==> src/rtl/scan_seq_pkg.sv <==
package scan_seq_pkg;
    typedef enum logic [1:0] {
        ST_IDLE    = 2'd0,
        ST_LOAD    = 2'd1,
        ST_CAPTURE = 2'd2,
        ST_UNLOAD  = 2'd3
    } seq_state_t;
endpackage

==> src/rtl/scan_cell.sv <==
module scan_cell (
    input  logic clk,
    input  logic rst_n,
    input  logic se,
    input  logic d,
    input  logic si,
    output logic q
);
    always_ff @(posedge clk or negedge rst_n) begin
        if (!rst_n) q <= 1'b0;
        else        q <= se ? si : d;
    end
endmodule

==> src/rtl/scan_comb.sv <==
module scan_comb #(
    parameter int N = 8
) (
    input  logic [N-1:0] state_q,
    input  logic [N-1:0] operand,
    output logic [N-1:0] next_d
);
    // Wrapped logic under test: modular sum of the register word and operand
    always_comb next_d = state_q + operand;
endmodule

==> src/rtl/scan_seq_ctrl.sv <==
module scan_seq_ctrl
    import scan_seq_pkg::*;
#(
    parameter int N = 8
) (
    input  logic clk,
    input  logic rst_n,
    input  logic start,
    output logic scan_en,
    output logic capture,
    output logic resp_valid,
    output logic busy,
    output logic done
);
    localparam int CW = (N > 1) ? $clog2(N) : 1;

    seq_state_t state, state_nx;
    logic [CW-1:0] cnt;
    logic last;

    assign last = (cnt == CW'(N - 1));

    always_comb begin
        state_nx = state;
        unique case (state)
            ST_IDLE:    if (start) state_nx = ST_LOAD;
            ST_LOAD:    if (last)  state_nx = ST_CAPTURE;
            ST_CAPTURE: state_nx = ST_UNLOAD;
            ST_UNLOAD:  if (last)  state_nx = start ? ST_CAPTURE : ST_IDLE;
            default:    state_nx = ST_IDLE;
        endcase
    end

    always_ff @(posedge clk or negedge rst_n) begin
        if (!rst_n) begin
            state <= ST_IDLE;
            cnt   <= '0;
            done  <= 1'b0;
        end else begin
            state <= state_nx;
            if (state == ST_LOAD || state == ST_UNLOAD)
                cnt <= last ? '0 : cnt + 1'b1;
            else
                cnt <= '0;
            done <= (state == ST_UNLOAD) && last;
        end
    end

    always_comb begin
        scan_en    = 1'b0;
        capture    = 1'b0;
        resp_valid = 1'b0;
        busy       = 1'b1;
        unique case (state)
            ST_IDLE:    busy = 1'b0;
            ST_LOAD:    scan_en = 1'b1;
            ST_CAPTURE: capture = 1'b1;
            ST_UNLOAD: begin
                scan_en    = 1'b1;
                resp_valid = 1'b1;
            end
            default:    busy = 1'b0;
        endcase
    end
endmodule

==> src/rtl/scan_test_seq.sv <==
module scan_test_seq #(
    parameter int N = 8
) (
    input  logic         clk,
    input  logic         rst_n,
    input  logic [N-1:0] func_in,
    input  logic         start,
    input  logic         scan_in,
    output logic [N-1:0] func_out,
    output logic         scan_out,
    output logic         scan_en,
    output logic         capture,
    output logic         resp_valid,
    output logic         busy,
    output logic         done
);
    logic [N-1:0] chain_q;
    logic [N-1:0] comb_d;

    scan_comb #(.N(N)) u_comb (
        .state_q (chain_q),
        .operand (func_in),
        .next_d  (comb_d)
    );

    scan_seq_ctrl #(.N(N)) u_ctrl (
        .clk        (clk),
        .rst_n      (rst_n),
        .start      (start),
        .scan_en    (scan_en),
        .capture    (capture),
        .resp_valid (resp_valid),
        .busy       (busy),
        .done       (done)
    );

    for (genvar i = 0; i < N; i++) begin : g_cell
        logic si_w;
        if (i == N - 1) begin : g_head
            assign si_w = scan_in;
        end else begin : g_link
            assign si_w = chain_q[i+1];
        end
        scan_cell u_cell (
            .clk   (clk),
            .rst_n (rst_n),
            .se    (scan_en),
            .d     (comb_d[i]),
            .si    (si_w),
            .q     (chain_q[i])
        );
    end

    assign func_out = chain_q;
    assign scan_out = chain_q[0];
endmodule

==> config.mk <==
export PLATFORM = sky130hd
export DESIGN_NAME = scan_test_seq
export DESIGN_NICKNAME = d
export VERILOG_FILES = /design/src/rtl/scan_seq_pkg.sv /design/src/rtl/scan_cell.sv /design/src/rtl/scan_comb.sv /design/src/rtl/scan_seq_ctrl.sv /design/src/rtl/scan_test_seq.sv
export SDC_FILE = /design/constraint.sdc
export NUM_CORES = 1
export LEC_CHECK = 0
export BUFFER_PORTS_ARGS = -buffer_cell sky130_fd_sc_hd__buf_2
export CAP_MARGIN = 0
export CORE_MARGIN = 2
export CORE_UTILIZATION = 45
export DETAILED_ROUTE_END_ITERATION = 10
export PLACE_DENSITY = 0.7
export SETUP_SLACK_MARGIN = 0.3
export SYNTH_ARGS = -nofsm -noshare
export SYNTH_HDL_FRONTEND = slang
export SYNTH_SLANG_ARGS = --single-unit
==> constraint.sdc <==
create_clock -name clk -period 2.25 [get_ports clk]
set_input_delay 0.1125 -clock clk [delete_from_list [all_inputs] [get_ports clk]]
set_output_delay 0.1125 -clock clk [all_outputs]
set_load 0.005 [all_outputs]
### Word-level counts from Yosys, hierarchy flattened

Index checks and enable logic that the tools add are counted.

* memory bits (read-only): 0
* bits in latches: 0
* output and inout bits: 14
* memories kept: 0
* memory bits (writable): 0
* register bits: 14

* bitwise operators: 0
* magnitude comparators: 0
* equal/unequal tests: 7
* div/mod/pow operators: 0
* multiply operators: 0
* shifts and indexed selects: 0
* reductions and logical operators: 5
* add/subtract/negate cells: 2
* mux-type cells: 19

Operators with widths (count)
* $mux W1: 12
* $add A8 B8 Y8: 1
* $mux W2: 4
* $pmux W2 S4: 1
* $mux W3: 2
* $eq A2 B2 Y1 const B: 2
* $ne A2 B1 Y1 const B: 2
* $add A3 B1 Y3 const B: 1
* $eq A3 B3 Y1 const B: 1
* $reduce_and A3 Y1: 1
* $eq A2 B1 Y1 const B: 1
* $logic_not A2 Y1: 1
* $ne A2 B2 Y1 const B: 1
* $reduce_or A2 Y1: 1
* $logic_and A1 B1 Y1: 1
* $logic_or A1 B1 Y1: 1

### Depth between registers and ports, before layout

Gate-level depths: netlist (run 1).

* depth after elaboration: 4
* mapped depth: 6
* depth with buffers taken out: 6

### Modules after synthesis

A second synthesis (run 1) with hierarchy kept.

* cell total of the unflattened synthesis: 87
* area total of the unflattened synthesis: 975.9 µm²

Modules (own cells, without submodules)
* scan_comb: instances 1, area each 331.6 µm², cells each 42
* scan_cell: instances 8, area each 40.0 µm², cells each 2
* scan_seq_ctrl: instances 1, area each 264.0 µm², cells each 21
* scan_test_seq: instances 1, area each 60.1 µm², cells each 8

### Worst setup path after synthesis (run 1)

No wires, ideal clock.

* path kind: flip-flop to flip-flop
* start point: register g_cell[0].u_cell.q
* end point: register g_cell[6].u_cell.q
* buffers on the path: 0
* clock period less this slack: 1.725 ns
* stages on the path, launching flop included: 6
* arrival: 1.609 ns
* setup slack: 0.525 ns
* setup time: 0.116 ns
* cell sequence: dfrtp_1 ha_1 fa_1 a211oi_1 o21bai_1 o311ai_0

* longest elaborated chain between the ends: 2

Ends and longest elaborated chain
* from (decl): line scan_cell.sv:7 `output logic q`
* from (signal assigned): line scan_cell.sv:11 `else q <= se ? si : d;`
* $add A8 B8 Y8: line scan_comb.sv:9 `always_comb next_d = state_q + operand;`
* $mux W1: line scan_cell.sv:11
* to (signal assigned): line scan_cell.sv:11
* to (decl): line scan_cell.sv:7

Every way passes these cells.
A chain may end at the register's enable or synchronous reset.

### Worst setup path after layout (run 1)

Same ends and word-level chain as after synthesis.

==> impl_metrics.json, run 1 <==
{
  "syn_nets": 117,
  "cts_made_buffers": 3,
  "required_ns": 2.42,
  "hold_depth": 3,
  "yosysSeqAreaShare": 0.370,
  "grt_max_degree": 31,
  "synthToLayoutAreaGrowth_pct": 13.7,
  "wl_um": 1820,
  "skew_ns": 0.000655,
  "start_util": 0.478,
  "max_cap_viol_count": 0,
  "post_cts_buffers": 0,
  "synth_top_family_by_area": "compound AO/OA/AOI/OAI gates",
  "dieArea_mm2": 0.00249,
  "cts-htree-levels": 1,
  "slew_viol_final": 0,
  "routabilityCongestion": 0.824,
  "cts_root_buf": "clkbuf_4",
  "io_buffers": 25,
  "ir_drop_mv": 0.778,
  "cp_slowest_stage_delay_ns": 0.41,
  "drcViolationCount": 0,
  "rsz0062_at_grt": "no",
  "grt_pass1_wl_um": 3040,
  "syn_inst": 95,
  "synth-compound-area-share": 0.189,
  "clock.fmax_mhz": 559,
  "nets": 136,
  "cts_tree": "yes",
  "synth_edf_count": 0,
  "yosysUniqueCellTypes": 38,
  "power_density_mw_per_mm2": 1340,
  "finalCriticalPeriod_ns": 1.79,
  "async_flop_share": 1.00,
  "critPathTopFamily": "compound AO/OA/AOI/OAI gates",
  "synth_fa_ha_area_frac": 0.140,
  "clk_latency_ns": 0.28,
  "fp-row-count": 16,
  "avgRoutedWirePerCell_um": 13.0,
  "worst-path-stages": 5,
  "crit_fanout": 3,
  "tightest_slew_ns": 0.776,
  "clkSinkCount": 14,
  "p_leak_nw": 0.498,
  "grt_pass1_vias": 676,
  "antenna_found_initial": 0,
  "synth_simple_gate_area_frac": 0.155,
  "ctsLongestPathBuffers": 2,
  "die_w_um": 49.9,
  "final_hold_viol_count": 0,
  "drt_iter0_markers": 11,
  "cp-start-kind": "flip-flop",
  "die_h_um": 49.9,
  "ys_warn_count": 0,
  "syn_avg_cell_area_um2": 9.97,
  "reg2regPathDepth": 5,
  "num-fill-cells": 192,
  "ys_ff_latch": 14,
  "drtPass1Iterations": 5,
  "crit_type": "flip-flop to flip-flop",
  "final_layout_size_suffix_gt1_frac": 0.319,
  "synth_top_area_share": 0.370,
  "worstPathArrival_ns": 1.96,
  "drtAntennaViolNets": 0,
  "coreArea_mm2": 0.00198,
  "hp-class": "input pin to flip-flop",
  "multi_input_area_um2": 518,
  "outcome": "finished, final reports clean",
  "ys_top_cells_by_area": "dfrtp_1 (37%), ha_1 (12%), buf_4 (6.3%)",
  "crit_buf_inv": 0,
  "yosysTopAreaCell": "dfrtp_1",
  "relSlewSlack": 0.483,
  "synth-xor-area-share": 0.0370,
  "grt-ovfl-total": 0,
  "ioPinCount": 26,
  "vias": 749,
  "hpwlAfterDp_um": 1350,
  "fin_crit_sh": 0.795,
  "cts.clk_slew.worst_paths_ns": 0.09,
  "setup_viol": 0,
  "muxShareOfSynthArea": 0.0238,
  "grt_usage": 0.162,
  "crit_path_end_kind": "flip-flop",
  "ys.flop_type": "dfrtp_1",
  "rrSetupSlack_ns": 0.46,
  "diodes": 0,
  "netlist_area_um2": 947,
  "crit_chain": "ha_1, fa_2, a211oi_1, o21bai_1, o311ai_0",
  "avgViaCountPerCell": 5.35,
  "fin_tns_setup_ns": 0,
  "utilization": 0.544,
  "regArea_um2": 350,
  "critical-path-slowest-cell": "dfrtp_1"
}
cells in the final DEF (no fill, tap or decap), types with 2 or more instances in the layout:
cell / netlist / routed
buf_2: 2 / 25
dfrtp_1: 14 / 14
ha_1: 9 / 9
nand2_1: 6 / 6
o21ai_0: 4 / 4
a21oi_1: 4 / 4
nor2_1: 4 / 4
nor2b_1: 3 / 3
a211oi_1: 3 / 3
clkbuf_4: 0 / 3
and2_1: 2 / 2
mux2_2: 2 / 2
xnor2_1: 2 / 2
xor2_1: 2 / 2
o21bai_1: 2 / 2
nand2b_1: 2 / 2
nand3_1: 2 / 2
o311ai_0: 2 / 2
or2_2: 2 / 2
cell families after synthesis:
kind of cell	count (synthesis)
buffers and inverters	13
flip-flops	14
multiplexers	2
AO/OA/AOI/OAI	25
XOR/XNOR	4
adder cells (fa/ha/maj)	10
AND/OR/NAND/NOR	27
cell usage after synthesis, drive strengths merged, types with 3 or more instances:
| library cell | number |
|---|---|
| a211oi | 3 |
| a21oi | 4 |
| buf | 10 |
| dfrtp | 14 |
| ha | 9 |
| nand2 | 6 |
| nor2 | 4 |
| nor2b | 3 |
| o21ai | 5 |
routing by layer:
metal | share of wire | GRT usage | vias up
met4 | 0.0083 | 0.0417 | 0
met3 | 0.061 | 0.0636 | 2
met1 | 0.44 | 0.188 | 346
met5 | 0 | 0 | -
li1 | - | - | 374
met2 | 0.49 | 0.278 | 27
power by group:
group          leakage, nW  switching [mW]  total (mW)  internal [mW]
Sequential           0.164           0.128       0.499          0.372
Clock               0.0210          0.0872       0.186         0.0984
Combinational        0.312           0.363       0.755          0.392
registers in the layout (all words and copies together), names as in the netlist:
| signal | cells |
|---|---|
| g_cell.u_cell.q | 8 |
| u_ctrl.state | 2 |
| u_ctrl.cnt | 3 |
| u_ctrl.done | 1 |
tightest hold or removal path: stages:
cell      delay, ns
buf_2          0.07
nand2_1        0.05
o211ai_1       0.08
timing repair:
item                       in CTS  in global routing
gates resized for setup         0                  1
hold endpoints to repair       14                  0
hold buffers                    1                  0
setup endpoints to repair       0                  1
metrics by stage:
| step | power [mW] | setup WS, ns | cells | area, µm² | hold WS (ns) |
|---|---|---|---|---|---|
| 3_5_place_dp | 1.26 | 0.395 | 135 | 1030 | 0.0338 |
| 2_1_floorplan | 1.12 | 0.525 | 95 | 947 | -0.183 |
| 5_1_grt | 1.59 | 0.352 | 140 | 1080 | 0.0743 |
| 4_1_cts | 1.45 | 0.376 | 140 | 1070 | 0.0680 |
| 3_3_place_gp | 1.23 | 0.482 | 135 | 1030 | 0.0268 |
| 6_report | 1.44 | 0.460 | 140 | 1080 | 0.0690 |
final cells by class:
| type | instances | area share |
|---|---|---|
| tap | 27 | 0.0314 |
| inverter | 1 | 0.00348 |
| sequential | 14 | 0.325 |
| timing repair buffer | 26 | 0.125 |
| multi-input combinational | 68 | 0.481 |
| clock buffer | 4 | 0.0337 |
path summary, 6_finish.rpt:
kind | startpoint | end
min in group asynchronous | rst_n | g_cell[1].u_cell.q
worst min-delay path | scan_in | g_cell[7].u_cell.q
worst min register to register | u_ctrl.cnt[0] | u_ctrl.cnt[0]
max in group asynchronous | rst_n | u_ctrl.state[0]
worst max-delay path | g_cell[0].u_cell.q | g_cell[6].u_cell.q
worst max register to register | g_cell[0].u_cell.q | g_cell[6].u_cell.q
Power figures use the tool's default switching activity.
==> run 2: changes to the inputs <==
PLACE_DENSITY = 0.73   (was 0.7)
clock period = 1.45 ns   (was 2.25 ns; I/O delays follow)
==> run 2 against run 1 <==
Final area grew 37%. Die area is the same. Wire length is 32% higher. Critical path depth rose by 1. Flip-flop and latch count unchanged. Largest power group unchanged. The flow now finishes with violations (setup timing). Combinational power grew to 2.9 times the previous value.
==> impl_metrics.json, run 2 (synthesis gave the netlist of run 1 again) <==
{
  "antenna_found_initial": 0,
  "largestRegisters": "g_cell.u_cell.q (8), u_ctrl.cnt (3), u_ctrl.state (2)",
  "slew_viol_final": 0,
  "drcViolationCount": 0,
  "ctsLongestPathBuffers": 2,
  "crit_buf_inv": 0,
  "relSlewSlack": 0.763,
  "grt_pass1_wl_um": 3750,
  "final_common_cell": "buf_4",
  "clkSinkCount": 14,
  "wl_met3_um": 87,
  "rrSetupSlack_ns": -0.19,
  "r2r-start": "g_cell[0].u_cell.q",
  "setup_viol": 6,
  "hp-class": "input pin to flip-flop",
  "cp_slowest_stage_delay_ns": 0.42,
  "synthToLayoutAreaGrowth_pct": 56.3,
  "largest_reg_flops": 8,
  "met2WireLength_um": 1250,
  "diodes": 0,
  "start_util": 0.478,
  "grt_usage": 0.200,
  "max_cap_viol_count": 0,
  "cts_root_buf": "clkbuf_4",
  "power.total_mw": 3.25,
  "grt_max_degree": 15,
  "grt_pass1_vias": 837,
  "drtAntennaViolNets": 0,
  "drt_iter0_markers": 8,
  "fp-row-count": 16,
  "grt-ovfl-total": 0,
  "crit_fanout": 3,
  "final_hold_viol_count": 0,
  "ioPinCount": 26,
  "utilization": 0.747,
  "io_buffers": 25,
  "worst-path-stages": 6,
  "crit_chain": "ha_4, fa_2, a21o_2, a21oi_2, xor2_1, o21ai_1",
  "critPathTopFamily": "adder cells",
  "routabilityCongestion": 0.868,
  "setup_ws_ns": -0.193,
  "ir_drop_mv": 1.31,
  "required_ns": 1.64,
  "tightest_slew_ns": 0.351,
  "vias": 854,
  "crit_start": "g_cell[0].u_cell.q",
  "coreArea_mm2": 0.00198,
  "stdcell_count": 167,
  "cp-start-kind": "flip-flop",
  "clk_latency_ns": 0.29,
  "clock.fmax_mhz": 608,
  "cts.clk_slew.worst_paths_ns": 0.09,
  "placed_cells": 155,
  "drtPass1Iterations": 6,
  "whs_ns": 0.00739,
  "finalCriticalPeriod_ns": 1.64,
  "crit_path_end_kind": "flip-flop",
  "power_density_mw_per_mm2": 2200,
  "avgViaCountPerCell": 5.11,
  "crit_type": "flip-flop to flip-flop",
  "cts-htree-levels": 1,
  "outcome": "finished, violations left",
  "worstPathArrival_ns": 1.83,
  "rsz0062_at_grt": "yes",
  "hpwlAfterDp_um": 1680,
  "p_leak_nw": 0.671,
  "critical-path-slowest-cell": "dfrtp_1",
  "nets": 163,
  "die_w_um": 49.9,
  "cts_tree": "yes",
  "final_cell_mix": "buf_4 (23), buf_2 (22), dfrtp_1 (13), ha_4 (7), buf_6 (7)",
  "wl_um": 2400,
  "violations": "setup timing",
  "die_h_um": 49.9,
  "avgRoutedWirePerCell_um": 14.4,
  "cp-endpoint": "g_cell[4].u_cell.q",
  "r2r-end": "g_cell[4].u_cell.q",
  "skew_ns": 0.00388,
  "dr.max_layer_used": "met4",
  "fin_crit_sh": 1.13,
  "cts_made_buffers": 3,
  "reg2regPathDepth": 6,
  "max_flop_register": "g_cell.u_cell.q",
  "fin_tns_setup_ns": -0.876,
  "dieArea_mm2": 0.00249,
  "final_layout_size_suffix_gt1_frac": 0.600,
  "wl_met1_um": 1020
}
run 2: final cells by class:
class / count / area, µm²
clock buffer: 4 / 36.3
tap: 27 / 33.8
multi-input combinational: 68 / 683
inverter: 1 / 3.75
timing repair buffer: 53 / 372
fill: 141 / 502
sequential: 14 / 352
run 2: how the worst min path moves through the flow:
| stage | startpoint | endpoint | slack [ns] | cells past startpoint |
|---|---|---|---|---|
| after global routing | start | u_ctrl.state[0] | 0.03 | 2 |
| after floorplan | rst_n | g_cell[0].u_cell.q | -0.22 | 0 |
| after detailed placement | rst_n | g_cell[0].u_cell.q | -0.01 | 1 |
| after global placement | rst_n | u_ctrl.done | -0.02 | 1 |
| after CTS | scan_in | g_cell[7].u_cell.q | 0.03 | 3 |
| final | scan_in | g_cell[7].u_cell.q | 0.007 | 3 |
run 2: per-layer routing:
| metal | GRT usage | vias up |
|---|---|---|
| met1 | 0.233 | 405 |
| li1 | - | 427 |
| met4 | 0.0972 | 0 |
| met3 | 0.0303 | 4 |
| met2 | 0.353 | 18 |
| met5 | 0 | - |
run 2: power breakdown:
group	switching, mW	internal (mW)
clock network	0.145	0.153
logic	0.918	1.30
registers	0.163	0.579
run 2: worst min-delay path: stages:
cell	delay, ns
buf_2	0.07
nand2_1	0.05
o211ai_1	0.07
run 2: stage by stage:
stage	area [µm²]	worst slack (ns)
5_1_grt	1480	-0.270
2_1_floorplan	1030	-0.141
6_report	1480	-0.193
3_3_place_gp	1260	-0.149
3_5_place_dp	1260	-0.333
4_1_cts	1330	-0.174
run 2: what timing repair did:
action	CTS	global route
setup buffers	1	6
pin swaps	10	12
hold buffers	1	0
hold endpoints to repair	14	0
resized for setup	6	21
endpoints found under the setup margin	17	18
cloned	0	0
